==> src/rtl/twi_mem_pkg.sv <==
package twi_mem_pkg;
  typedef enum logic [2:0] {
    ST_IDLE, ST_RX, ST_ACK, ST_TX, ST_RACK, ST_WAIT
  } fe_state_t;

  typedef enum logic [1:0] {
    K_DEV, K_WORD, K_DATA
  } byte_kind_t;
endpackage

==> src/rtl/twi_glitch_filt.sv <==
module twi_glitch_filt #(
  parameter int STABLE = 5
) (
  input  logic clk,
  input  logic rst_n,
  input  logic din,
  output logic dout
);
  localparam int CW = $clog2(STABLE + 1);
  logic [1:0]    sync;
  logic [CW-1:0] cnt;

  always_ff @(posedge clk or negedge rst_n) begin
    if (!rst_n) begin
      sync <= 2'b11;
      cnt  <= '0;
      dout <= 1'b1;
    end else begin
      sync <= {sync[0], din};
      if (sync[1] == dout) begin
        cnt <= '0;
      end else if (cnt == CW'(STABLE - 1)) begin
        dout <= sync[1];
        cnt  <= '0;
      end else begin
        cnt <= cnt + CW'(1);
      end
    end
  end
endmodule

==> src/rtl/twi_bus_events.sv <==
module twi_bus_events (
  input  logic clk,
  input  logic rst_n,
  input  logic scl_f,
  input  logic sda_f,
  output logic scl_rise,
  output logic scl_fall,
  output logic start_det,
  output logic stop_det
);
  logic scl_q, sda_q;

  always_ff @(posedge clk or negedge rst_n) begin
    if (!rst_n) begin
      scl_q <= 1'b1;
      sda_q <= 1'b1;
    end else begin
      scl_q <= scl_f;
      sda_q <= sda_f;
    end
  end

  assign scl_rise  = !scl_q && scl_f;
  assign scl_fall  = scl_q && !scl_f;
  assign start_det = scl_q && scl_f && sda_q && !sda_f;
  assign stop_det  = scl_q && scl_f && !sda_q && sda_f;
endmodule

==> src/rtl/twi_busy_timer.sv <==
module twi_busy_timer #(
  parameter int CYC = 500000
) (
  input  logic clk,
  input  logic rst_n,
  input  logic go,
  output logic busy
);
  localparam int BW = $clog2(CYC + 1);
  logic [BW-1:0] cnt;

  always_ff @(posedge clk or negedge rst_n) begin
    if (!rst_n)         cnt <= '0;
    else if (go)        cnt <= BW'(CYC);
    else if (cnt != '0) cnt <= cnt - BW'(1);
  end

  assign busy = (cnt != '0);
endmodule

==> src/rtl/twi_mem_slave.sv <==
module twi_mem_slave
  import twi_mem_pkg::*;
#(
  parameter logic [6:0] DEV_ADDR  = 7'h50,
  parameter int         AW        = 8,
  parameter int         FILT_CYC  = 5,
  parameter int         WRITE_CYC = 500000
) (
  input  logic          clk,
  input  logic          rst_n,
  input  logic          scl_in,
  input  logic          sda_in,
  output logic          sda_low,
  output logic          wr_valid,
  input  logic          wr_ready,
  output logic [AW-1:0] wr_addr,
  output logic [7:0]    wr_data,
  output logic          rd_valid,
  input  logic          rd_ready,
  output logic [AW-1:0] rd_addr,
  input  logic [7:0]    rd_data,
  output logic          busy,
  output logic          standby
);
  localparam int NLINE = 2;

  logic [NLINE-1:0] raw, filt;
  logic scl_f, sda_f;
  logic scl_rise, scl_fall, start_det, stop_det;

  assign raw = {scl_in, sda_in};

  for (genvar g = 0; g < NLINE; g++) begin : g_filt
    twi_glitch_filt #(.STABLE(FILT_CYC)) u_filt (
      .clk(clk), .rst_n(rst_n), .din(raw[g]), .dout(filt[g])
    );
  end

  assign scl_f = filt[1];
  assign sda_f = filt[0];

  twi_bus_events u_ev (
    .clk(clk), .rst_n(rst_n), .scl_f(scl_f), .sda_f(sda_f),
    .scl_rise(scl_rise), .scl_fall(scl_fall),
    .start_det(start_det), .stop_det(stop_det)
  );

  logic wr_go;
  twi_busy_timer #(.CYC(WRITE_CYC)) u_busy (
    .clk(clk), .rst_n(rst_n), .go(wr_go), .busy(busy)
  );

  fe_state_t     st;
  byte_kind_t    kind;
  logic [7:0]    shreg, rd_byte;
  logic [3:0]    bitcnt;
  logic [AW-1:0] addr;
  logic          rnw, drive, active, wrote, nack;

  always_ff @(posedge clk or negedge rst_n) begin
    if (!rst_n) begin
      st <= ST_IDLE;  kind <= K_DEV;  shreg <= '0;  rd_byte <= '0;
      bitcnt <= '0;   addr <= '0;     rnw <= 1'b0;  drive <= 1'b0;
      active <= 1'b0; wrote <= 1'b0;  nack <= 1'b0; wr_go <= 1'b0;
      wr_valid <= 1'b0; wr_addr <= '0; wr_data <= '0;
      rd_valid <= 1'b0; rd_addr <= '0;
    end else begin
      wr_go <= 1'b0;
      if (wr_valid && wr_ready) wr_valid <= 1'b0;
      if (rd_valid && rd_ready) begin
        rd_valid <= 1'b0;
        rd_byte  <= rd_data;
      end
      if (start_det) begin
        st <= ST_RX;  kind <= K_DEV;  bitcnt <= '0;
        drive <= 1'b0; rnw <= 1'b0;   active <= 1'b1;
      end else if (stop_det) begin
        st <= ST_IDLE; drive <= 1'b0; active <= 1'b0;
        if (wrote) begin
          wr_go <= 1'b1;
          wrote <= 1'b0;
        end
      end else begin
        unique case (st)
          ST_RX: begin
            if (scl_rise && bitcnt != 4'd8) begin
              shreg  <= {shreg[6:0], sda_f};
              bitcnt <= bitcnt + 4'd1;
            end else if (scl_fall && bitcnt == 4'd8) begin
              unique case (kind)
                K_DEV: begin
                  if (shreg[7:1] == DEV_ADDR && !busy) begin
                    drive <= 1'b1;
                    st    <= ST_ACK;
                    rnw   <= shreg[0];
                    if (shreg[0]) begin
                      rd_valid <= 1'b1;
                      rd_addr  <= addr;
                    end
                  end else begin
                    st <= ST_WAIT;
                  end
                end
                K_WORD: begin
                  addr  <= AW'(shreg);
                  drive <= 1'b1;
                  st    <= ST_ACK;
                end
                default: begin
                  wr_valid <= 1'b1;
                  wr_addr  <= addr;
                  wr_data  <= shreg;
                  addr     <= addr + AW'(1);
                  wrote    <= 1'b1;
                  drive    <= 1'b1;
                  st       <= ST_ACK;
                end
              endcase
            end
          end
          ST_ACK: begin
            if (scl_fall) begin
              bitcnt <= '0;
              if (rnw) begin
                shreg <= rd_byte;
                drive <= ~rd_byte[7];
                addr  <= addr + AW'(1);
                st    <= ST_TX;
              end else begin
                drive <= 1'b0;
                st    <= ST_RX;
                kind  <= (kind == K_DEV) ? K_WORD : K_DATA;
              end
            end
          end
          ST_TX: begin
            if (scl_fall) begin
              if (bitcnt == 4'd7) begin
                drive    <= 1'b0;
                st       <= ST_RACK;
                rd_valid <= 1'b1;
                rd_addr  <= addr;
              end else begin
                shreg  <= {shreg[6:0], 1'b0};
                drive  <= ~shreg[6];
                bitcnt <= bitcnt + 4'd1;
              end
            end
          end
          ST_RACK: begin
            if (scl_rise) begin
              nack <= sda_f;
            end else if (scl_fall) begin
              if (nack) begin
                st <= ST_WAIT;
              end else begin
                shreg  <= rd_byte;
                drive  <= ~rd_byte[7];
                addr   <= addr + AW'(1);
                bitcnt <= '0;
                st     <= ST_TX;
              end
            end
          end
          default: ;
        endcase
      end
    end
  end

  assign sda_low = drive;
  assign standby = !active && !busy;
endmodule

==> config.mk <==
export PLATFORM = sky130hd
export DESIGN_NAME = twi_mem_slave
export DESIGN_NICKNAME = d
export VERILOG_FILES = /design/src/rtl/twi_mem_pkg.sv /design/src/rtl/twi_glitch_filt.sv /design/src/rtl/twi_bus_events.sv /design/src/rtl/twi_busy_timer.sv /design/src/rtl/twi_mem_slave.sv
export SDC_FILE = /design/constraint.sdc
export NUM_CORES = 1
export LEC_CHECK = 0
export BUFFER_PORTS_ARGS = -buffer_cell sky130_fd_sc_hd__buf_4
export CAP_MARGIN = 20
export CORE_MARGIN = 4
export CORE_UTILIZATION = 33
export CTS_BUF_LIST = sky130_fd_sc_hd__clkbuf_2 sky130_fd_sc_hd__clkbuf_4 sky130_fd_sc_hd__clkbuf_8
export DETAILED_ROUTE_END_ITERATION = 10
export SLEW_MARGIN = 30
export SYNTH_ARGS = -nofsm -noshare
export SYNTH_HDL_FRONTEND = slang
export SYNTH_SLANG_ARGS = --single-unit
==> constraint.sdc <==
create_clock -name clk -period 7.6 [get_ports clk]
set_input_delay 0.76 -clock clk [delete_from_list [all_inputs] [get_ports clk]]
set_output_delay 0.76 -clock clk [all_outputs]
set_load 0.05 [all_outputs]
==> impl_metrics.tcl <==
set metrics [dict create \
    yosys_warnings 0 \
    netlist.area_leader.share_pct 46.9 \
    holdWs_ns 0.359 \
    tightest_slew_ns 0.733 \
    status "finished, final reports clean" \
    multi_input_area_um2 2240 \
    synthToLayoutAreaGrowth_pct 14.6 \
    wl_per_cell_um 15.2 \
    synth_area_leaders "dfrtp_1, mux2_2, dfstp_2, nand2_1, a21oi_1" \
    reg2reg_setup_slack_ns 4.82 \
    crit_end "standby" \
    fin_worst_skew_ns 0.0103 \
    relSlewSlack_pct 51.0 \
    dp_hpwl_um 7390 \
    grt_pass1_vias 3354 \
    post_cts_buffers 0 \
    rows 43 \
    ys_ff_latch 98 \
    r2r_start "st[0]$_DFFE_PN0P_" \
    start_util_pct 34.2 \
    design_area_um2 5500 \
    cts_tree "built" \
    yosys.cell_types.count 54 \
    p_leak_nw 2.69 \
    layout_commonest_cell "dfrtp_1" \
    finalCritPeriodShare_pct 41.9 \
    critical_path_arrival_ns 2.43 \
    vias_per_cell 5.23 \
    setup_viol 0 \
    nFillCells 1358 \
    final_cell_count_no_fill 681 \
    dr.pass1.iters 5 \
    die_w_um 129 \
    min-delay-path-class "register to register" \
    gp_congestion 0.881 \
    synth_top_cell_by_area "dfrtp_1" \
    grt_pass1_wl_um 17200 \
    seqCellArea_um2 2460 \
    cts_buffer_depth 2 \
    crit_path_end_kind "output port" \
    worstPathRequired_ns 6.84 \
    io_pins 43 \
    max-vdd-ir-drop_mv 0.0787 \
    ys.flop_type "dfrtp_1" \
    clk-insertion-delay-late_ns 0.37 \
    h-tree-depth 3 \
    antenna_found_initial 0 \
    fin_nets 520 \
    most-common-layout-cells "dfrtp_1, nand2_1, buf_4, mux2_2, nor2_1" \
    vias 3564 \
    cts_buffers 9 \
    rsz0062_at_grt "no" \
    clock_sinks 98 \
    final_util_pct 39.2 \
    cts_hold_buf 0 \
    synth_edf_count 0 \
    timing_hold_violations_final 0 \
    dp.cells 666 \
    cp-startpoint "u_busy.cnt[0]$_DFFE_PN0P_" \
    ant_nets 0 \
    grt_start_max_net_pins 53 \
    die_area_um2 16500 \
    finalPower_mw 1.18 \
    slew_violations 0 \
    synthCells 455 \
    startpoint_type "register" \
    async_flop_share_pct 100 \
    dr.first_iter.drc_count 233 \
    drt_wl_total_um 10400 \
    pre_cts_slack_ns 4.82 \
    syn_nets 478 \
    route.detailed.drc 0 \
    cts_root_buffer "clkbuf_8" \
    numPortBuffers 42 \
    placed_cell_area_um2 5310 \
    fp.coreArea_um2 14000 \
    clk_pin_slew_ns 0.09 \
    antennaDiodeCount 0 \
    synth_area_um2 4800 \
    grt_overflow_total 0 \
    reg2reg_depth 5 \
    r2r_end "shreg[2]$_DFFE_PN0P_" \
    cts_resized 0 \
    drive_gt1_share_pct 23.6 \
    track_usage_pct 12.8 \
    worstPathMaxFanout 4 \
    crit_type "register to output port" \
    max_cap_viol_count 0 \
    ys_seq_area_share_pct 51.3 \
    powerDensity_nw_per_um2 214 \
    syn_area_per_cell_um2 10.6 \
    setup_ws_ns 4.41 \
    die_h_um 129 \
    fin_tns_setup_ns 0 \
    max_freq_ghz 0.314 \
    min_period_ns 3.19 \
]
==> synthesized netlist by cell type, drive strengths merged, types with 4 or more instances <==
cell type	count
nand3b	6
inv	16
o21ai	24
a21oi	29
nor4	4
dfstp	8
nor2b	4
ha	9
mux2i	7
nand2b	9
or3	4
nand2	47
nor2	35
a211oi	5
nand4	5
dfrtp	90
xnor2	11
nor3	7
clkbuf	11
nor3b	6
nor4b	5
nand3	17
a21o	7
and2	5
mux2	43
or4	7
==> critical path, cell delays in order (launching register included) <==
cell and delay, ns:
dfrtp_1 0.42, inv_1 0.10, ha_1 0.14, nor4b_1 0.41
nand3_1 0.11, or4_1 0.52, nor2_1 0.14, buf_4 0.21
==> per-layer routing <==
metal  GRT usage, %  share of wire [%]
met3           2.86                4.8
met2           19.5                 46
met5              0                  0
met1           18.3                 47
met4           4.26                1.7
==> how the worst min path moves through the flow <==
stage,startpoint,end,slack (ns),depth (start not counted)
2_1_floorplan,g_filt[0].u_filt.sync[0]$_DFF_PN1_,g_filt[0].u_filt.sync[1]$_DFF_PN1_,0.35,0
3_3_place_gp,g_filt[0].u_filt.sync[0]$_DFF_PN1_,g_filt[0].u_filt.sync[1]$_DFF_PN1_,0.35,0
3_5_place_dp,g_filt[1].u_filt.sync[0]$_DFF_PN1_,g_filt[1].u_filt.sync[1]$_DFF_PN1_,0.35,0
4_1_cts,g_filt[1].u_filt.sync[0]$_DFF_PN1_,g_filt[1].u_filt.sync[1]$_DFF_PN1_,0.36,0
5_1_grt,g_filt[1].u_filt.sync[0]$_DFF_PN1_,g_filt[1].u_filt.sync[1]$_DFF_PN1_,0.36,0
6_report,g_filt[1].u_filt.sync[0]$_DFF_PN1_,g_filt[1].u_filt.sync[1]$_DFF_PN1_,0.36,0
==> cell type report <==
class                      count  share of cell area, %
clock buffer                  12                   3.00
clock inverter                 3                  0.409
inverter                      16                   1.09
multi-input combinational    328                   40.7
sequential                    98                   44.7
tap                          180                   4.09
timing repair buffer          44                   6.00
==> sequential cells by signal (all words and copies together) (netlist names), 2 cells and up <==
| register | count |
|---|---|
| u_busy.cnt | 19 |
| addr | 8 |
| rd_addr | 8 |
| rd_byte | 8 |
| shreg | 8 |
| wr_addr | 8 |
| wr_data | 8 |
| g_filt.u_filt.cnt | 6 |
| bitcnt | 4 |
| g_filt.u_filt.sync | 4 |
| st | 3 |
| g_filt.u_filt.dout | 2 |
| kind | 2 |
==> logic make-up (layout without fill, tap and decap cells) <==
group / after synthesis / after routing / share of synthesized area (%)
AOI/OAI and AO/OA: 86 / 86 / 11.1
and+or+nand+nor: 170 / 170 / 19.0
xor gates and xnor gates: 13 / 13 / 2.37
DFF: 98 / 98 / 51.3
adders and majority gates: 9 / 9 / 2.35
muxes: 50 / 50 / 11.5
buffers and inverters: 29 / 75 / 2.29
==> where the power goes <==
| group | switching (mW) | leakage, nW | internal, mW |
|---|---|---|---|
| sequential | 0.0633 | 1.32 | 0.578 |
| combinational | 0.118 | 1.27 | 0.0934 |
| clock | 0.181 | 0.0988 | 0.146 |
| total | 0.362 | 2.69 | 0.817 |
Power figures use the tool's default switching activity.
